File: config.mk
export PLATFORM = sky130hd
export DESIGN_NAME = uart_rx_brk
export DESIGN_NICKNAME = d
export VERILOG_FILES = /design/src/rtl/uart_rx_brk_pkg.sv /design/src/rtl/uart_rx_sync.sv /design/src/rtl/uart_rx_frame.sv /design/src/rtl/uart_rx_parity.sv /design/src/rtl/uart_rx_brk_track.sv /design/src/rtl/uart_rx_brk.sv
export SDC_FILE = /design/constraint.sdc
export NUM_CORES = 1
export LEC_CHECK = 0
export ABC_AREA = 1
export BUFFER_PORTS_ARGS = -buffer_cell sky130_fd_sc_hd__buf_2
export CORE_MARGIN = 5
export CORE_UTILIZATION = 50
export DETAILED_ROUTE_END_ITERATION = 8
export PLACE_DENSITY_LB_ADDON = 0.2
export SYNTH_ARGS = -nofsm -noshare
export SYNTH_HDL_FRONTEND = slang
export SYNTH_SLANG_ARGS = --single-unit
File: constraint.sdc
create_clock -name clk -period 2.7 [get_ports clk]
set_clock_uncertainty 0.05 [all_clocks]
set_input_delay 0.54 -clock clk [delete_from_list [all_inputs] [get_ports clk]]
set_output_delay 0.54 -clock clk [all_outputs]
set_load 0.03 [all_outputs]
File: src/rtl/uart_rx_brk_pkg.sv
package uart_rx_brk_pkg;

  typedef enum logic [2:0] {
    ST_IDLE  = 3'd0,
    ST_START = 3'd1,
    ST_DATA  = 3'd2,
    ST_PAR   = 3'd3,
    ST_STOP  = 3'd4,
    ST_HOLD  = 3'd5
  } rx_state_e;

  typedef enum logic [1:0] {
    PAR_EVEN  = 2'd0,
    PAR_ODD   = 2'd1,
    PAR_MARK  = 2'd2,
    PAR_SPACE = 2'd3
  } par_mode_e;

endpackage

File: src/rtl/uart_rx_sync.sv
module uart_rx_sync #(
  parameter int STAGES = 2
) (
  input  logic clk,
  input  logic rst_n,
  input  logic d,
  output logic q
);

  logic [STAGES-1:0] chain;

  // idle level of the line is high
  always_ff @(posedge clk or negedge rst_n) begin
    if (!rst_n) chain <= '1;
    else        chain <= {chain[STAGES-2:0], d};
  end

  assign q = chain[STAGES-1];

endmodule

File: src/rtl/uart_rx_frame.sv
module uart_rx_frame
  import uart_rx_brk_pkg::*;
#(
  parameter int DATA_W  = 8,
  parameter int OSR     = 16,
  parameter int MIN_LEN = 5,
  parameter int LEN_W   = 2
) (
  input  logic              clk,
  input  logic              rst_n,
  input  logic              tick,
  input  logic              line,
  input  logic [LEN_W-1:0]  cfg_len,
  input  logic              cfg_par_en,
  input  logic              cfg_stop2,
  output logic              done,
  output logic              brk,
  output logic [DATA_W-1:0] data,
  output logic              par_bit,
  output logic              stop_bad
);

  localparam int CNT_W = $clog2(OSR);
  localparam int HALF  = OSR / 2;
  localparam int BIT_W = $clog2(DATA_W);

  rx_state_e          st, st_n;
  logic [CNT_W-1:0]   cnt, cnt_n;
  logic [BIT_W-1:0]   idx, idx_n;
  logic [DATA_W-1:0]  sh, sh_n;
  logic               pb, pb_n, sbad, sbad_n, zero, zero_n;
  logic               done_q, done_n, brk_q, brk_n, pbo_q, pbo_n, sbado_q, sbado_n;
  logic [DATA_W-1:0]  data_q, data_n;
  logic [BIT_W-1:0]   len_m1;
  logic [BIT_W:0]     shamt;
  logic               bit_end;

  assign len_m1  = BIT_W'(MIN_LEN - 1) + BIT_W'(cfg_len);
  assign shamt   = (BIT_W+1)'(DATA_W - MIN_LEN) - (BIT_W+1)'(cfg_len);
  assign bit_end = tick && (cnt == CNT_W'(OSR - 1));

  always_comb begin
    st_n = st;  cnt_n = cnt;  idx_n = idx;  sh_n = sh;
    pb_n = pb;  sbad_n = sbad;  zero_n = zero;
    done_n = 1'b0;  brk_n = brk_q;  data_n = data_q;
    pbo_n = pbo_q;  sbado_n = sbado_q;
    if (tick && (st == ST_DATA || st == ST_PAR || st == ST_STOP))
      cnt_n = bit_end ? '0 : cnt + 1'b1;
    case (st)
      ST_IDLE: if (tick && !line) begin
        st_n = ST_START;  cnt_n = '0;  idx_n = '0;  sh_n = '0;
        pb_n = 1'b0;  sbad_n = 1'b0;  zero_n = 1'b1;
      end
      ST_START: if (tick) begin
        if (cnt == CNT_W'(HALF - 1)) begin
          cnt_n = '0;
          st_n  = line ? ST_IDLE : ST_DATA;
        end else begin
          cnt_n = cnt + 1'b1;
        end
      end
      ST_DATA: if (bit_end) begin
        sh_n = {line, sh[DATA_W-1:1]};
        if (line) zero_n = 1'b0;
        if (idx == len_m1) begin
          idx_n = '0;
          st_n  = cfg_par_en ? ST_PAR : ST_STOP;
        end else begin
          idx_n = idx + 1'b1;
        end
      end
      ST_PAR: if (bit_end) begin
        pb_n = line;
        if (line) zero_n = 1'b0;
        st_n = ST_STOP;
      end
      ST_STOP: if (bit_end) begin
        sbad_n = sbad | !line;
        zero_n = zero & !line;
        if (cfg_stop2 && idx == '0) begin
          idx_n = 1'b1;
        end else begin
          done_n  = 1'b1;
          brk_n   = zero_n;
          data_n  = sh >> shamt;
          pbo_n   = pb;
          sbado_n = sbad_n;
          st_n    = ST_HOLD;
        end
      end
      ST_HOLD: if (line) st_n = ST_IDLE;
      default: st_n = ST_IDLE;
    endcase
  end

  always_ff @(posedge clk or negedge rst_n) begin
    if (!rst_n) begin
      st <= ST_IDLE;  cnt <= '0;  idx <= '0;  sh <= '0;
      pb <= 1'b0;  sbad <= 1'b0;  zero <= 1'b0;
      done_q <= 1'b0;  brk_q <= 1'b0;  data_q <= '0;
      pbo_q <= 1'b0;  sbado_q <= 1'b0;
    end else begin
      st <= st_n;  cnt <= cnt_n;  idx <= idx_n;  sh <= sh_n;
      pb <= pb_n;  sbad <= sbad_n;  zero <= zero_n;
      done_q <= done_n;  brk_q <= brk_n;  data_q <= data_n;
      pbo_q <= pbo_n;  sbado_q <= sbado_n;
    end
  end

  assign done     = done_q;
  assign brk      = brk_q;
  assign data     = data_q;
  assign par_bit  = pbo_q;
  assign stop_bad = sbado_q;

  // a start level that is high at mid-bit sends the receiver back to idle
  a_r9_glitch_idle: assert property (@(posedge clk) disable iff (!rst_n)
    (st == ST_START && tick && cnt == CNT_W'(HALF - 1) && line) |=> (st == ST_IDLE && !done_q));

  // after a frame, a low line keeps the receiver from hunting for a start
  a_r6_hold_low: assert property (@(posedge clk) disable iff (!rst_n)
    (st == ST_HOLD && !line) |=> (st == ST_HOLD));

  // bits at and above the configured length are zero on delivery
  a_r2_upper_zero: assert property (@(posedge clk) disable iff (!rst_n)
    (done_q && !brk_q) |-> ((data_q >> (MIN_LEN + int'(cfg_len))) == '0));

endmodule

File: src/rtl/uart_rx_parity.sv
module uart_rx_parity
  import uart_rx_brk_pkg::*;
#(
  parameter int DATA_W  = 8,
  parameter int MIN_LEN = 5,
  parameter int LEN_W   = 2
) (
  input  logic [DATA_W-1:0] data,
  input  logic [LEN_W-1:0]  cfg_len,
  input  logic [1:0]        cfg_par_mode,
  input  logic              cfg_par_bias,
  input  logic              par_bit,
  output logic              mismatch
);

  logic len_odd, ones_par, cnt_par, expect_bit;

  // unused upper bits are zero, so reducing the full width is exact
  assign len_odd  = (MIN_LEN % 2 == 1) ^ cfg_len[0];
  assign ones_par = ^data;
  assign cnt_par  = cfg_par_bias ? (ones_par ^ len_odd) : ones_par;

  always_comb begin
    case (par_mode_e'(cfg_par_mode))
      PAR_EVEN:  expect_bit = cnt_par;
      PAR_ODD:   expect_bit = !cnt_par;
      PAR_MARK:  expect_bit = 1'b1;
      default:   expect_bit = 1'b0;
    endcase
  end

  assign mismatch = (par_bit != expect_bit);

endmodule

File: src/rtl/uart_rx_brk_track.sv
module uart_rx_brk_track #(
  parameter int OSR = 16
) (
  input  logic clk,
  input  logic rst_n,
  input  logic tick,
  input  logic line,
  input  logic brk_evt,
  output logic brk_first,
  output logic brk_last
);

  localparam int CNT_W = $clog2(OSR);

  logic             in_run, in_run_n, last_q, last_n;
  logic [CNT_W-1:0] hcnt, hcnt_n;

  always_comb begin
    in_run_n = in_run;  hcnt_n = hcnt;  last_n = 1'b0;
    if (brk_evt) begin
      in_run_n = 1'b1;
      hcnt_n   = '0;
    end else if (in_run && tick) begin
      if (!line) begin
        hcnt_n = '0;
      end else if (hcnt == CNT_W'(OSR - 1)) begin
        last_n   = 1'b1;
        in_run_n = 1'b0;
        hcnt_n   = '0;
      end else begin
        hcnt_n = hcnt + 1'b1;
      end
    end
  end

  always_ff @(posedge clk or negedge rst_n) begin
    if (!rst_n) begin
      in_run <= 1'b0;  hcnt <= '0;  last_q <= 1'b0;
    end else begin
      in_run <= in_run_n;  hcnt <= hcnt_n;  last_q <= last_n;
    end
  end

  assign brk_first = brk_evt && !in_run;
  assign brk_last  = last_q;

  // the end-of-run pulse only follows an open run
  a_r8_last_after_run: assert property (@(posedge clk) disable iff (!rst_n)
    brk_last |-> $past(in_run));

  // a first-break pulse opens a run
  a_r7_first_opens_run: assert property (@(posedge clk) disable iff (!rst_n)
    brk_first |=> in_run);

endmodule

File: src/rtl/uart_rx_brk.sv
module uart_rx_brk #(
  parameter int DATA_W      = 8,
  parameter int OSR         = 16,
  parameter int MIN_LEN     = 5,
  parameter int LEN_W       = 2,
  parameter int SYNC_STAGES = 2
) (
  input  logic              clk,
  input  logic              rst_n,
  input  logic              tick16,
  input  logic              rxd,
  input  logic [LEN_W-1:0]  cfg_len,
  input  logic              cfg_par_en,
  input  logic [1:0]        cfg_par_mode,
  input  logic              cfg_par_bias,
  input  logic              cfg_stop2,
  output logic [DATA_W-1:0] rx_data,
  output logic              rx_valid,
  output logic              par_err,
  output logic              frm_err,
  output logic              brk_first,
  output logic              brk_last
);

  logic line_s, fr_done, fr_brk, fr_pb, fr_sbad, mism;
  logic [DATA_W-1:0] fr_data;

  uart_rx_sync #(.STAGES(SYNC_STAGES)) u_sync (
    .clk(clk), .rst_n(rst_n), .d(rxd), .q(line_s)
  );

  uart_rx_frame #(.DATA_W(DATA_W), .OSR(OSR), .MIN_LEN(MIN_LEN), .LEN_W(LEN_W)) u_frame (
    .clk(clk), .rst_n(rst_n), .tick(tick16), .line(line_s),
    .cfg_len(cfg_len), .cfg_par_en(cfg_par_en), .cfg_stop2(cfg_stop2),
    .done(fr_done), .brk(fr_brk), .data(fr_data), .par_bit(fr_pb), .stop_bad(fr_sbad)
  );

  uart_rx_parity #(.DATA_W(DATA_W), .MIN_LEN(MIN_LEN), .LEN_W(LEN_W)) u_par (
    .data(fr_data), .cfg_len(cfg_len), .cfg_par_mode(cfg_par_mode),
    .cfg_par_bias(cfg_par_bias), .par_bit(fr_pb), .mismatch(mism)
  );

  uart_rx_brk_track #(.OSR(OSR)) u_trk (
    .clk(clk), .rst_n(rst_n), .tick(tick16), .line(line_s),
    .brk_evt(fr_done && fr_brk), .brk_first(brk_first), .brk_last(brk_last)
  );

  assign rx_data  = fr_data;
  assign rx_valid = fr_done && !fr_brk;
  assign par_err  = rx_valid && cfg_par_en && mism;
  assign frm_err  = rx_valid && fr_sbad;

  // a break never shows up as a character
  a_r6_break_silent: assert property (@(posedge clk) disable iff (!rst_n)
    brk_first |-> (!rx_valid && !frm_err && !par_err));

endmodule

* Word level (Yosys, flattened, before mapping)
Index checks and enable logic that the tools add are counted.
Widths: inputs -> output; s select.
** Cells by class
- Add/sub/neg operators :: 5
- Equal/unequal tests :: 24
- Shift operators :: 1
- Mux-type cells :: 54
- Bitwise gates (word level) :: 5
- Reduce and logical (&&, ||, !) cells :: 38
** Operators with widths (number)
- $mux 3 :: 15
- $mux 4 :: 9
- $mux 1 :: 19
- $pmux 3 s6 :: 1
- $mux 8 :: 2
- $pmux 8 s2 :: 1
- $reduce_and 3->1 :: 5
- $ne 2x1->1 const B :: 7
- $reduce_bool 2->1 :: 6
- $logic_and 1x1->1 :: 11
- $ne 2x2->1 const B :: 5
- $reduce_and 5->1 :: 2
- $pmux 3 s3 :: 1
- $reduce_and 9->1 :: 1
- $add 4x1->4 const B :: 2
- $eq 4x4->1 const B :: 2
- $pmux 4 s2 :: 1
- $reduce_xor 8->1 :: 1
- $shr 8x4->8 :: 1
- $eq 3x2->1 const B :: 2
- $eq 3x3->1 const B :: 2
- $logic_not 3->1 :: 2
- $pmux 1 s3 :: 2
- $reduce_bool 3->1 :: 2
- other kinds (19) :: 25
** Word-level totals
- Flip-flop bits (word level) :: 41
- Bits of input ports :: 11
- Output and inout bits :: 13
- Logic and storage cells :: 143

* Longest topological paths before layout
- Depth in word-level cells :: 7
- Depth in mapped cells :: 12
- Mapped depth without buffers :: 12

* Cells and area by module
A second synthesis with hierarchy kept.
** Second synthesis, totals
- Cells, all modules :: 375
- Area total of the unflattened synthesis :: 2647.5 um2
** Modules (own cells, without submodules)
- uart_rx_frame :: instances 1, cells an instance 279, area an instance 2038.2 um2, seq. area each 825.8 um2
- uart_rx_brk_track :: instances 1, cells an instance 40, area an instance 311.5 um2, seq. area each 150.1 um2
- uart_rx_parity :: instances 1, cells an instance 45, area an instance 209.0 um2, seq. area each 0.0 um2
- uart_rx_sync :: instances 1, cells an instance 2, area an instance 52.6 um2, seq. area each 52.6 um2
- uart_rx_brk :: instances 1, cells an instance 9, area an instance 36.3 um2, seq. area each 0.0 um2

* Least setup slack after synthesis
No wires, ideal clock.
- Path type :: in2out
- Start :: in cfg_len[0]
- End :: out par_err
- Data arrival time :: 1679 ps
- Data required time :: 2110 ps
- Slack :: 431 ps
- Stages :: 11
- Buffers on the path :: 1
- Cells stage by stage :: buf_2 > inv_1 > nand2_1 > inv_2 > xor2_1 > inv_1 > nand2_1 > nand3_1 > nand2_1 > inv_1 > nor2_1
** On the way
- Longest elaborated chain between the ends :: 7
** Ends and longest elaborated chain
- start: declaration :: RTL line uart_rx_brk.sv:12 : input logic [LEN_W-1:0] cfg_len,
- $not 1->1 (no source line) *
- $xor 1x1->1 * :: RTL line uart_rx_parity.sv:21 : assign cnt_par = cfg_par_bias ? (ones_par ^ len_odd) : ones_par;
- $mux 1 * :: RTL line uart_rx_parity.sv:21
- $logic_not 1->1 :: RTL line uart_rx_parity.sv:26 : PAR_ODD: expect_bit = !cnt_par;
- $pmux 1 s3 * :: RTL line uart_rx_parity.sv:24 : case (par_mode_e'(cfg_par_mode))
- $ne 1x1->1 * :: RTL line uart_rx_parity.sv:32 : assign mismatch = (par_bit != expect_bit);
- $logic_and 1x1->1 * :: RTL line uart_rx_brk.sv:50 : assign par_err = rx_valid && cfg_par_en && mism;
- end: declaration :: RTL line uart_rx_brk.sv:19 : output logic par_err,
Every way passes the cells marked *; elsewhere a longest branch is shown, timed or not.

* Worst setup path in the final report
- Start :: reg u_frame.data_q[2], in the netlist u_frame.data[2]
- End :: out par_err
** On the way
- Longest elaborated chain between the ends :: 7
** Ends and longest elaborated chain
- start: declaration :: RTL line uart_rx_frame.sv:33 : logic [DATA_W-1:0] data_q, data_n;
- start signal: assignment :: RTL line uart_rx_frame.sv:105 : done_q <= done_n; brk_q <= brk_n; data_q <= data_n;
- $reduce_xor 8->1 * :: RTL line uart_rx_parity.sv:20 : assign ones_par = ^data;
- $xor 1x1->1 :: RTL line uart_rx_parity.sv:21
- $mux 1 * :: RTL line uart_rx_parity.sv:21
- $logic_not 1->1 :: RTL line uart_rx_parity.sv:26
- $pmux 1 s3 * :: RTL line uart_rx_parity.sv:24
- $ne 1x1->1 * :: RTL line uart_rx_parity.sv:32
- $logic_and 1x1->1 * :: RTL line uart_rx_brk.sv:50
Marks and branches as above.

==> flow_summary.ini <==
[status]
status = completed

[worst_setup_path]
start_kind = register
worstSetupPathType = reg2out
r2r-end = u_frame.data[7]
crit_buf_inv = 4
crit_top_cell = nand2_1
worstPathCellList = inv_1 -> nand2_1 -> nand2_1 -> xor2_1 -> inv_1 -> nand2_1 -> nand3_1 -> nand2_1 -> inv_1 -> nor2_1 -> buf_2
arrival_ns = 1.71
critPathCaptureType = output port
required_ns = 2.11
slowest_delay_ns = 0.41
cp_max_fo = 4
critical_path.top_delay_family = simple AND/OR/NAND/NOR gates
slowest_stage = dfrtp_1
cp_num_cells = 11
r2r-start = u_frame.cnt[0]
r2r_slack_ns = 0.96
r2r.worst_path.cells = 7

[clock_network]
clkSinkCount = 41
htree_levels = 2
cts_resized = 0
numCtsBuffers = 5
clk_path_buf_depth = 2
path_clk_slew_ns = 0.08
tritoncts = done
post_cts_buffers = 0
ctsRootBufferMaster = clkbuf_8
clk_latency_ns = 0.29
cts_hold_buf = 0

[power]
internal_power_uw = 1160
p_switching_uw = 831
comb_power_share = 0.394
p_clk_frac = 0.196
p_seq_frac = 0.410
p_sw_frac = 0.417
leakage_uw = 0.00138
ir_drop_uv = 315
pwr_density_cell_nw_per_um2 = 716

[synth]
syn_inst = 334
ys_seq_area_frac = 0.407
yosysWarnings = 0
synthMuxAreaShare = 0
yosysUniqueCellTypes = 36
synthAdderAreaFrac = 0.0198
synthXorXnorAreaFrac = 0.0208
synthSimpleGateAreaFrac = 0.297
ys_ff_latch = 41
syn_area_per_cell_um2 = 7.57
synth_compound_area_frac = 0.167
synth_top_cell_by_area = dfrtp_1
synth_area_um2 = 2530
synth_top_area_frac = 0.386
syn_nets = 349
synth_area_leaders = dfrtp_1 39%, nand2_1 14%, inv_1 5.6%, nand3_1 5.3%, o21ai_0 5.3%
synth_top_family_by_area = simple AND/OR/NAND/NOR gates

[sta]
max_clock_freq_ghz = 0.435
fin_tns_setup_ns = 0
report.final.slew_viol_count = 0
final.min_clock_period_ns = 2.30
relSlewSlack = 0.406
worst_pin_slew_ns = 0.891
rsz0062_at_grt = no
finalHoldViolCount = 0
setup_viol = 0
post-route-period-util = 0.852

[placement]
io_buffer_count = 23
place_hpwl_um = 3770
gp_congestion = 0.877
dp.cells = 419

[global_routing]
antenna_found_initial = 0
grt_max_degree = 42
grt_pass1_wl_um = 9000
overflow = 0
grt_pass1_vias = 2057
grt.total_usage = 0.173

[routing]
wl_per_cell_um = 11.6
routed-via-count = 2178
drt-total-wl_um = 4950
initialDrtViolationCount = 119
first_pass_iters = 4
ant_nets = 0
drc = 0
viasPerCell = 5.10

[floorplanning]
die_area_um2 = 6580
die_x_um = 81.1
boundaryPins = 24
die_h_um = 81.1
coreArea_um2 = 4820
rows = 25
start_util = 0.525

[worst_hold_path]
whs_endpoint = u_sync.chain[0]
hold_depth = 1
hold_path.class = in2reg
min-delay-start = rxd

[finish]
n_antenna_cell = 0
syn2layout_area_growth_pct = 10.1
nNetsFinal = 374
fin_cells = 427
drive_above_1_share = 0.175

[job]
maxCapViolCount = 0
==> worst max path at each step <==
stage / slack (ns) / startpoint / to
floorplan: 0.43 / cfg_len[0] / par_err
detailed placement: 0.46 / cfg_len[0] / par_err
finish: 0.40 / u_frame.data[2] / par_err
CTS: 0.38 / u_frame.data[2] / par_err
global route: 0.17 / u_frame.data[6] / par_err
global placement: 0.51 / cfg_len[0] / par_err
==> synth_stat cells (all sizes together) <==
master / number
o31ai: 4
nor3: 6
dfstp: 2
nand2: 98
nand3: 27
a31oi: 1
clkbuf: 1
a22oi: 2
o21ai: 42
o211ai: 5
xor2: 5
a211oi: 1
xnor2: 1
inv: 50
ha: 4
a32o: 1
buf: 5
o32ai: 1
a21o: 1
a21oi: 10
nand4: 4
nor2: 23
dfrtp: 39
o22ai: 1
==> flip-flops by register name, summed over array words and instances, names as in the netlist <==
name / flops
u_frame.st: 3
u_frame.cnt: 4
u_frame.brk: 1
u_frame.zero: 1
u_frame.sh: 8
u_sync.chain: 2
u_trk.brk_last: 1
u_frame.data: 8
u_frame.idx: 3
u_frame.stop_bad: 1
u_trk.in_run: 1
u_frame.par_bit: 1
u_trk.hcnt: 4
u_frame.pb: 1
u_frame.done: 1
u_frame.sbad: 1
==> stage by stage <==
| step | total power [uW] | area, um2 | setup slack, ns | hold slack, ns | util |
|---|---|---|---|---|---|
| 2_1_floorplan | 1460 | 2530 | 0.431 | 0.194 | - |
| 3_3_place_gp | 1600 | 2700 | 0.511 | 0.296 | 0.560 |
| 3_5_place_dp | 1620 | 2700 | 0.460 | 0.298 | 0.560 |
| 4_1_cts | 2020 | 2790 | 0.383 | 0.285 | 0.578 |
| 5_1_grt | 2160 | 2790 | 0.172 | 0.275 | 0.578 |
| 6_report | 1990 | 2790 | 0.399 | 0.290 | 0.578 |
==> final cells by class <==
type,instances,area (um2)
fillers,485,2030
multi-input cells,237,1280
flip-flops and latches,41,1030
inverters,50,188
repair buffers,24,123
well taps,67,83.8
clock buffers,5,68.8
clock inverters,3,17.5
==> per-layer routing <==
layer,track usage,share of wire
met4,0.0659,0.012
met1,0.237,0.51
met5,0,0
met2,0.268,0.44
met3,0.0388,0.040
==> cells by family (layout without fill, tap and decap cells) <==
kind of cell	Yosys count	count (layout)
AO/OA/AOI/OAI	69	69
AND/OR/NAND/NOR	158	158
XOR/XNOR	6	6
flip-flops	41	41
buffers and inverters	56	82
adder cells (fa/ha/maj)	4	4
==> placed cells by master, fill, tap and decap left out, types with 4 or more instances in the layout <==
cell type,n
nand2_1,92
dfrtp_1,39
inv_1,38
nand3_1,27
o21ai_0,27
buf_2,23
nor2_1,18
o21ai_1,15
inv_2,12
a21oi_1,9
nor3_1,5
o211ai_1,5
xor2_1,5
clkbuf_8,5
o31ai_1,4
ha_1,4
==> power by group through the flow <==
stage	Combinational (uW)	Sequential, uW	Clock, uW
2_1_floorplan	656	806	0
3_3_place_gp	773	825	0
3_5_place_dp	789	829	0
4_1_cts	793	816	406
5_1_grt	900	830	432
6_report	787	818	390
Note: power is estimated with default switching activity, not from simulation.
